$ cat src/rtl/bxs_pkg.sv
package bxs_pkg;
  localparam int unsigned ADDR_W = 32;
  localparam int unsigned NREG   = 16;
  localparam int unsigned STEP   = 4;

  typedef enum logic [1:0] {
    AM_UP_AFTER   = 2'b10,
    AM_UP_BEFORE  = 2'b11,
    AM_DN_AFTER   = 2'b00,
    AM_DN_BEFORE  = 2'b01
  } addr_mode_e;
endpackage

$ cat src/rtl/bxs_rst_sync.sv
module bxs_rst_sync (
  input  logic clk,
  input  logic rst_n,
  output logic rst_sync_n
);
  logic [1:0] sync_q;

  always_ff @(posedge clk or negedge rst_n) begin
    if (!rst_n) sync_q <= 2'b00;
    else        sync_q <= {sync_q[0], 1'b1};
  end

  assign rst_sync_n = sync_q[1];
endmodule

$ cat src/rtl/bxs_popcount.sv
module bxs_popcount #(
  parameter int unsigned N = 16,
  localparam int unsigned CNT_W = $clog2(N + 1)
) (
  input  logic [N-1:0]     vec,
  output logic [CNT_W-1:0] count
);
  logic [CNT_W-1:0] part [N+1];

  assign part[0] = '0;
  for (genvar gi = 0; gi < N; gi++) begin : g_sum
    assign part[gi+1] = part[gi] + CNT_W'(vec[gi]);
  end

  assign count = part[N];
endmodule

$ cat src/rtl/bxs_lowest.sv
module bxs_lowest #(
  parameter int unsigned N = 16,
  localparam int unsigned IDX_W = $clog2(N)
) (
  input  logic [N-1:0]     vec,
  output logic [N-1:0]     onehot,
  output logic [IDX_W-1:0] idx,
  output logic             single
);
  logic [N:0] below;

  assign below[0] = 1'b0;
  for (genvar gi = 0; gi < N; gi++) begin : g_pick
    assign onehot[gi]  = vec[gi] & ~below[gi];
    assign below[gi+1] = below[gi] | vec[gi];
  end

  always_comb begin
    idx = '0;
    for (int i = 0; i < N; i++) begin
      if (onehot[i]) idx = idx | IDX_W'(i);
    end
  end

  // exactly one bit remaining
  assign single = below[N] & ((vec & ~onehot) == '0);
endmodule

$ cat src/rtl/bxs_addr_plan.sv
module bxs_addr_plan
  import bxs_pkg::*;
#(
  parameter int unsigned AW    = ADDR_W,
  parameter int unsigned NR    = NREG,
  parameter int unsigned STP   = STEP,
  localparam int unsigned CNT_W = $clog2(NR + 1),
  localparam int unsigned SH    = $clog2(STP)
) (
  input  logic [AW-1:0]    base,
  input  logic [CNT_W-1:0] count,
  input  logic             up,
  input  logic             pre,
  output logic [AW-1:0]    first_addr,
  output logic [AW-1:0]    final_base
);
  logic [AW-1:0] span;
  logic [AW-1:0] low;
  addr_mode_e    mode;

  assign span = AW'(count) << SH;
  assign low  = base - span;
  assign mode = addr_mode_e'({up, pre});

  always_comb begin
    unique case (mode)
      AM_UP_AFTER:  first_addr = base;
      AM_UP_BEFORE: first_addr = base + AW'(STP);
      AM_DN_AFTER:  first_addr = low + AW'(STP);
      default:      first_addr = low;
    endcase
    final_base = up ? (base + span) : low;
  end
endmodule

$ cat src/rtl/bxs_seq.sv
module bxs_seq
  import bxs_pkg::*;
#(
  parameter int unsigned AW  = ADDR_W,
  parameter int unsigned NR  = NREG,
  parameter int unsigned STP = STEP,
  localparam int unsigned CNT_W = $clog2(NR + 1),
  localparam int unsigned IDX_W = $clog2(NR)
) (
  input  logic             clk,
  input  logic             rst_n,
  input  logic             start_i,
  input  logic [AW-1:0]    base_i,
  input  logic [NR-1:0]    reg_mask_i,
  input  logic             up_i,
  input  logic             pre_i,
  input  logic             wb_i,
  output logic             xfer_valid_o,
  output logic [AW-1:0]    xfer_addr_o,
  output logic [IDX_W-1:0] xfer_reg_o,
  output logic             xfer_last_o,
  output logic             busy_o,
  output logic             done_o,
  output logic             wb_valid_o,
  output logic [AW-1:0]    wb_base_o,
  output logic             err_o
);
  logic rst_int_n;

  logic          busy_q,  busy_d;
  logic [NR-1:0] mask_q,  mask_d;
  logic [AW-1:0] addr_q,  addr_d;
  logic [AW-1:0] fin_q;
  logic          wbreq_q;
  logic          done_q,  done_d;
  logic          wbv_q,   wbv_d;
  logic          err_q,   err_d;

  logic             accept, accept_ok, accept_empty;
  logic             walk_en;
  logic [CNT_W-1:0] in_count;
  logic [AW-1:0]    plan_first, plan_final;
  logic [NR-1:0]    cur_onehot;
  logic [IDX_W-1:0] cur_idx;
  logic             cur_single;

  bxs_rst_sync u_rst (
    .clk        (clk),
    .rst_n      (rst_n),
    .rst_sync_n (rst_int_n)
  );

  bxs_popcount #(.N(NR)) u_cnt (
    .vec   (reg_mask_i),
    .count (in_count)
  );

  bxs_addr_plan #(.AW(AW), .NR(NR), .STP(STP)) u_plan (
    .base       (base_i),
    .count      (in_count),
    .up         (up_i),
    .pre        (pre_i),
    .first_addr (plan_first),
    .final_base (plan_final)
  );

  bxs_lowest #(.N(NR)) u_low (
    .vec    (mask_q),
    .onehot (cur_onehot),
    .idx    (cur_idx),
    .single (cur_single)
  );

  // next-state
  always_comb begin
    accept       = start_i & ~busy_q;
    accept_ok    = accept & (|reg_mask_i);
    accept_empty = accept & ~(|reg_mask_i);
    walk_en      = accept_ok | busy_q;

    busy_d = busy_q;
    mask_d = mask_q;
    addr_d = addr_q;
    if (accept_ok) begin
      busy_d = 1'b1;
      mask_d = reg_mask_i;
      addr_d = plan_first;
    end else if (busy_q) begin
      busy_d = ~cur_single;
      mask_d = mask_q & ~cur_onehot;
      addr_d = addr_q + AW'(STP);
    end

    done_d = busy_q & cur_single;
    wbv_d  = busy_q & cur_single & wbreq_q;
    err_d  = accept_empty;
  end

  // registers
  always_ff @(posedge clk or negedge rst_int_n) begin
    if (!rst_int_n) begin
      busy_q  <= 1'b0;
      mask_q  <= '0;
      addr_q  <= '0;
      fin_q   <= '0;
      wbreq_q <= 1'b0;
      done_q  <= 1'b0;
      wbv_q   <= 1'b0;
      err_q   <= 1'b0;
    end else begin
      busy_q <= busy_d;
      done_q <= done_d;
      wbv_q  <= wbv_d;
      err_q  <= err_d;
      if (walk_en) begin
        mask_q <= mask_d;
        addr_q <= addr_d;
      end
      if (accept_ok) begin
        fin_q   <= plan_final;
        wbreq_q <= wb_i;
      end
    end
  end

  assign xfer_valid_o = busy_q;
  assign xfer_addr_o  = addr_q;
  assign xfer_reg_o   = cur_idx;
  assign xfer_last_o  = busy_q & cur_single;
  assign busy_o       = busy_q;
  assign done_o       = done_q;
  assign wb_valid_o   = wbv_q;
  assign wb_base_o    = wbv_q ? fin_q : '0;
  assign err_o        = err_q;
endmodule

$ cat config.mk
export PLATFORM = sky130hd
export DESIGN_NAME = bxs_seq
export DESIGN_NICKNAME = d
export VERILOG_FILES = /design/src/rtl/bxs_pkg.sv /design/src/rtl/bxs_rst_sync.sv /design/src/rtl/bxs_popcount.sv /design/src/rtl/bxs_lowest.sv /design/src/rtl/bxs_addr_plan.sv /design/src/rtl/bxs_seq.sv
export SDC_FILE = /design/constraint.sdc
export NUM_CORES = 1
export LEC_CHECK = 0
export BUFFER_PORTS_ARGS = -buffer_cell sky130_fd_sc_hd__buf_4
export CAP_MARGIN = 20
export CORE_ASPECT_RATIO = 0.7
export CORE_MARGIN = 2
export CORE_UTILIZATION = 40
export CTS_CLUSTER_SIZE = 12
export DETAILED_ROUTE_END_ITERATION = 10
export PLACE_DENSITY = 0.58
export SLEW_MARGIN = 20
export SYNTH_ARGS = -nofsm -noshare
export SYNTH_HDL_FRONTEND = slang
export SYNTH_SLANG_ARGS = --single-unit
$ cat constraint.sdc
create_clock -name clk -period 4.06 [get_ports clk]
set_clock_uncertainty 0.1 [all_clocks]
set_input_delay 0.203 -clock clk [delete_from_list [all_inputs] [get_ports clk]]
set_output_delay 0.203 -clock clk [all_outputs]
set_load 0.05 [all_outputs]
==> summary.txt, run 1 <==
Status
  – Status: finished with violations
  – Failing checks: negative setup slack

Global route
  – Vias in the first global route: 8638
  – First-pass GRT wire length: 48.1 mm
  – Grt ovf: 0
  – Total GRT Usage: 0.274
  – Initial antenna violation count: 0
  – Largest net degree at the start of global routing: 63

Timing
  – Unrepaired setup endpoints after global routing: true
  – Max-slew headroom: 0.242
  – Pins Over Slew Limit: 0
  – Setup ws final: -1.88 ns
  – Post-route minimum period: 5.94 ns
  – Period utilization: 1.46
  – Final hold slack: 0.0595 ns
  – FMAX: 168 MHz
  – Setup violators final: 58
  – Worst-Margin Slew: 1.13 ns
  – Hold Violations, Final: 0

Synthesis
  – Syn Area/Cell: 7.66 sq um
  – Synth area leader: dfrtp_1
  – Synth warnings: 0
  – Post-synth top cells: nand2_1, dfrtp_1, nor2_1
  – Syn nets: 1204
  – Ys async rst share: 1.00
  – Top cells by area, synth: dfrtp_1, nand2_1, xor2_1, xnor2_1, o21ai_0
  – Synthesized area: 8540 sq um
  – Syn Inst Count: 1115
  – EDFF count, synth: 0
  – Post-synthesis sequential area ratio: 0.255
  – Distinct cell type count after synthesis: 84
  – Top-count cell post-synth: nand2_1
  – Main synth FF type: dfrtp_1
  – Synth top area share: 0.255
  – Number of synthesized register bits: 87

Clock tree
  – Clk sink count: 87
  – Num CTS Buffers: 9
  – Clk root buf: clkbuf_16
  – Worst-skew pair later-pin latency: 0.36 ns
  – Clk slew on worst S/H paths: 0.07 ns
  – CTS max path bufs: 2
  – H-Tree Depth: 3
  – CTS tree: built

Placed design
  – Detailed Place HPWL: 23.2 mm
  – Port Buffers: 127
  – Final Wtd Congestion: 0.942

Worst setup path
  – Worst Path Required: 4.20 ns
  – CP arrival: 6.08 ns
  – Cell Chain, Critical Path: buf_6 -> fa_1 -> inv_2 -> fa_1 -> fa_2 -> fa_1 -> fa_2 -> fa_2 -> nor2b_1 -> o21a_1 -> buf_6 -> ha_4 -> buf_6 -> buf_6 -> a2111o_2 -> nand4_1 -> xor2_1 -> or4_4 -> o21ai_0 -> o31ai_1 -> o31ai_2 -> nand2_1
  – Reg2reg setup slack: 0.70 ns
  – Worst setup EP type: register
  – Crit Path Max Fanout: 7
  – Worst setup path class: input pin to register
  – CP max stage delay: 0.60 ns
  – Critical path startpoint category: input pin
  – R2R cell count: 10
  – Reg2reg end: wb_valid_o
  – Reg-to-Reg Start: mask_q[2]
  – Slowest CP cell: or4_4
  – CP most frequent cell: buf_6

Power
  – PwrDens: 687 nW/um^2
  – Maximum vdd drop: 509 uV
  – Leakage power: 5.37 nW

Routing
  – Routed wire length: 31.7 mm
  – DRC violations left: 0
  – WL per Instance: 19.2 microns
  – Initial drt markers: 733
  – Routed Antenna Nets: 0
  – Vias: 9401
  – 1st-pass router iterations: 6
  – DR vias/cell: 5.69

Floorplan
  – Die Height: 126 microns
  – Row count: 44
  – Die ar.: 22500 sq um
  – Initial core utilization: 0.410
  – Die width: 179 microns
  – Core ar.: 20800 sq um
  – Boundary Pins: 128

Cells and area
  – Final core utilization: 0.607
  – Share of cells above drive strength 1: 0.376
  – ANT cells: 0
  – Fillers: 1896
  – Nets: 1460
  – Area Overhead vs Synth: 48.0%

Min path
  – Worst hold path class: input pin to async pin

Job
  – Max-cap violations: 0
metal layers:
layer | part of all wire | GRT usage
met5 | 0 | 0
met4 | 0.017 | 0.0703
met3 | 0.076 | 0.0682
met2 | 0.44 | 0.397
met1 | 0.47 | 0.405
cells by family (layout without fill, tap and decap cells):
| kind of cell | after synthesis | count (layout) | synth area share |
|---|---|---|---|
| muxes | 10 | 10 | 0.0122 |
| adders and majority gates | 39 | 39 | 0.0665 |
| buffers and inverters | 125 | 385 | 0.0593 |
| DFF | 87 | 87 | 0.255 |
| and+or+nand+nor | 478 | 479 | 0.294 |
| xor gates and xnor gates | 100 | 100 | 0.103 |
| AOI/OAI and AO/OA | 275 | 275 | 0.210 |
| other | 1 | 1 | 0.000439 |
state kept, by name, indices dropped and copies added, names as in the netlist:
name,flops
wbreq_q,1
done_o,1
fin_q,32
wb_valid_o,1
u_rst.sync_q,2
mask_q,16
xfer_addr_o,32
err_o,1
busy_o,1
through the flow:
step                cell area [sq um]  instances  setup TNS, ns  power [mW]  setup WS, ns
floorplan                        8970       1115         -70.68        5.04         -1.95
global placement                11100       1593         -99.99        6.78         -2.21
detailed placement              11100       1593        -103.98        6.82         -2.32
CTS                             12200       1640         -80.79        8.36         -1.82
global route                    12600       1652         -92.23        9.21         -2.08
finish                          12600       1652         -82.22        8.68         -1.88
area by class of cell:
| cell class | instances | area (sq um) | share of cell area |
|---|---|---|---|
| clock inverter | 5 | 63.8 | 0.00505 |
| inverter | 45 | 171 | 0.0136 |
| multi-input combinational | 904 | 6940 | 0.549 |
| tap | 276 | 345 | 0.0273 |
| sequential | 87 | 2180 | 0.173 |
| clock buffer | 11 | 243 | 0.0192 |
| timing repair buffer | 324 | 2690 | 0.213 |
report_power, final:
part           switching (mW)  total (mW)  internal, mW
registers               0.452        1.70          1.25
clock network           0.388       0.890         0.502
logic                    3.42        6.09          2.67
layout by cell type, fill, tap and decap left out, types with 7 or more instances in the layout:
cell type,count
dfrtp_1,86
xnor2_1,39
inv_1,40
o21ai_1,40
nor3_4,8
nand2_1,121
xor2_1,51
nor4_4,8
buf_6,59
nand4_1,18
o21ai_2,8
nor2_4,11
a21o_1,11
fa_1,7
and2_1,37
nor3_1,38
nor4_1,16
o211ai_1,10
nand3_2,8
a21oi_1,45
nand3_1,29
a31oi_1,13
o21ai_0,36
nor2_1,70
o22ai_1,8
clkbuf_16,9
and3_1,12
a21oi_2,12
nor2b_1,7
or3_1,14
ha_1,17
buf_4,259
worst max-delay path: cells and delay by family:
family,cells,cell delay (ns)
simple gates,4,0.97
xor+xnor,1,0.13
buf+inv,5,0.50
fa+ha+maj,7,3.02
compound gates,5,1.24
worst max-delay path by stage:
stage	depth (start not counted)	start	end	slack (ns)
CTS	21	reg_mask_i[7]	xfer_addr_o[29]	-1.82
floorplan	21	reg_mask_i[7]	xfer_addr_o[30]	-1.95
global route	21	reg_mask_i[7]	xfer_addr_o[26]	-2.08
global placement	20	reg_mask_i[7]	xfer_addr_o[30]	-2.21
finish	22	reg_mask_i[7]	xfer_addr_o[26]	-1.88
detailed placement	20	reg_mask_i[7]	xfer_addr_o[30]	-2.32
timing repair:
action | 4_1_cts | 5_1_grt
hold buffers | 4 | 0
setup endpoints to repair | 58 | 60
setup buffers | 29 | 20
endpoints found under the hold margin | 7 | 0
gates cloned | 0 | 1
resized for setup | 118 | 85
pin swaps | 52 | 50
(Power assumes the default switching activity.)
==> inputs of run 2 (changes only) <==
--- a/config.mk
+++ b/config.mk
@@ -8,7 +8,7 @@
 export BUFFER_PORTS_ARGS = -buffer_cell sky130_fd_sc_hd__buf_4
 export CAP_MARGIN = 20
 export CORE_ASPECT_RATIO = 0.7
-export CORE_MARGIN = 2
+export CORE_MARGIN = 4
 export CORE_UTILIZATION = 40
 export CTS_CLUSTER_SIZE = 12
 export DETAILED_ROUTE_END_ITERATION = 10
==> summary.txt, run 2 (synthesis results as in run 1) <==
Cells and area
  – Fin area: 12600 sq um
  – Most common cell after layout, fill and taps aside: buf_4
  – ANT cells: 0
  – Nets: 1451
  – Area Overhead vs Synth: 47.4%
  – Final core utilization: 0.603
  – Share of cells above drive strength 1: 0.379
  – Register area: 2180 sq um
  – Fillers: 1886
  – Most frequent cells in the layout: buf_4, nand2_1, dfrtp_1
  – Multi-input logic area: 7000 sq um

Clock tree
  – Num CTS Buffers: 9
  – CTS max path bufs: 2
  – Clk sink count: 87
  – Worst-skew pair later-pin latency: 0.35 ns
  – Clk root buf: clkbuf_16
  – CTS tree: built
  – H-Tree Depth: 3
  – Clk slew on worst S/H paths: 0.07 ns

Timing
  – Setup ws final: -1.93 ns
  – Period utilization: 1.47
  – Max-slew headroom: 0.171
  – Worst-Margin Slew: 1.24 ns
  – Pins Over Slew Limit: 0
  – Post-route minimum period: 5.99 ns
  – Hold Violations, Final: 0
  – Setup violators final: 58
  – Unrepaired setup endpoints after global routing: true
  – FMAX: 167 MHz

Power
  – PwrDens: 693 nW/um^2
  – Internal power: 4.44 mW
  – Comb pwr share: 0.704
  – Leakage power: 5.30 nW
  – Switching Power: 4.29 mW
  – Maximum vdd drop: 433 uV
  – Sequential power share: 0.195
  – Clock Power Share: 0.101
  – Net Sw Frac: 0.491

Routing
  – 1st-pass router iterations: 6
  – Routed Antenna Nets: 0
  – Vias: 9514
  – Initial drt markers: 810
  – Routed wire length: 31.8 mm
  – WL per Instance: 19.4 microns
  – DR vias/cell: 5.79
  – DRC violations left: 0

Worst setup path
  – Reg2reg end: wb_valid_o
  – Critical path startpoint category: input pin
  – R2R cell count: 10
  – Worst setup path class: input pin to register
  – Reg-to-Reg Start: mask_q[2]
  – Reg2reg setup slack: 0.67 ns
  – Worst setup EP type: register
  – Crit Path Max Fanout: 8
  – Worst Path Required: 4.20 ns
  – CP arrival: 6.12 ns
  – Beginning of the critical path: reg_mask_i[7]

Floorplan
  – Core ar.: 20900 sq um
  – Die ar.: 23800 sq um
  – Die Height: 130 microns
  – Die width: 183 microns
  – Initial core utilization: 0.409
  – Boundary Pins: 128
  – Row count: 44

Job
  – Max-cap violations: 0

Min path
  – Worst hold path class: input pin to async pin

Global route
  – First-pass GRT wire length: 49.2 mm
  – Grt ovf: 0
  – Largest net degree at the start of global routing: 61
  – Total GRT Usage: 0.259
  – Vias in the first global route: 9018
  – Initial antenna violation count: 0

Placed design
  – Detailed Place HPWL: 23.5 mm
  – Port Buffers: 127
  – Pre-CTS WS: -2.33 ns
  – Final Wtd Congestion: 0.920
  – Placement Cell Area: 11100 sq um

Status
  – Status: finished with violations
  – Failing checks: negative setup slack
==> run 2: repair_timing <==
action / CTS / global route
cloned: 0 / 1
pin swaps: 58 / 59
setup buffers: 15 / 21
hold buffers: 4 / 0
resized for setup: 103 / 98
endpoints found under the setup margin: 58 / 60
hold endpoints to repair: 7 / 0
==> run 2: worst max-delay path: stages <==
cell       delay (ns)
buf_8            0.10
fa_1             0.54
inv_2            0.04
fa_1             0.49
fa_1             0.55
fa_1             0.44
fa_2             0.37
fa_2             0.60
inv_4            0.06
ha_4             0.22
or2_4            0.25
buf_6            0.12
a2111o_1         0.53
a21oi_2          0.23
o32ai_2          0.12
nor2_2           0.22
buf_4            0.16
nand4_1          0.16
buf_6            0.20
or3_1            0.36
nand3_1          0.09
a2bb2oi_1        0.06
==> run 2: metrics by stage <==
stage          setup TNS (ns)  std cells  power [mW]  hold slack, ns
3_5_place_dp          -103.90       1594        6.86          -0.112
4_1_cts                -78.19       1629        8.22          0.0533
3_3_place_gp          -100.52       1594        6.80          -0.113
6_report               -82.42       1643        8.72          0.0595
2_1_floorplan          -70.68       1115        5.04          -0.193
5_1_grt                -91.63       1643        9.23          0.0625
==> run 2: worst max-delay path by stage <==
stage                            to  depth (start not counted)
floorplan           xfer_addr_o[30]                         21
global placement    xfer_addr_o[30]                         20
detailed placement  xfer_addr_o[27]                         22
CTS                 xfer_addr_o[30]                         19
global route        xfer_addr_o[25]                         22
finish              xfer_addr_o[25]                         22
==> run 2: routing by layer <==
| metal | global-route usage | share of wire |
|---|---|---|
| met5 | 0 | 0 |
| met4 | 0.0613 | 0.018 |
| met3 | 0.0532 | 0.082 |
| met2 | 0.396 | 0.44 |
| met1 | 0.376 | 0.46 |
==> run 2: area by class of cell <==
class                   instances  share of cell area
repair buffers                315               0.206
inverters                      45              0.0136
clock inverters                 6             0.00537
clock buffers                  10              0.0182
flip-flops and latches         87               0.173
multi-input cells             904               0.556
well taps                     276              0.0274
==> run 2: power groups by stage <==
stage	sequential (mW)	combinational, mW	clock, mW
global placement	1.70	5.09	0
CTS	1.69	5.63	0.900
detailed placement	1.70	5.15	0
finish	1.70	6.14	0.883
floorplan	2.13	2.91	0
global route	1.77	6.53	0.931
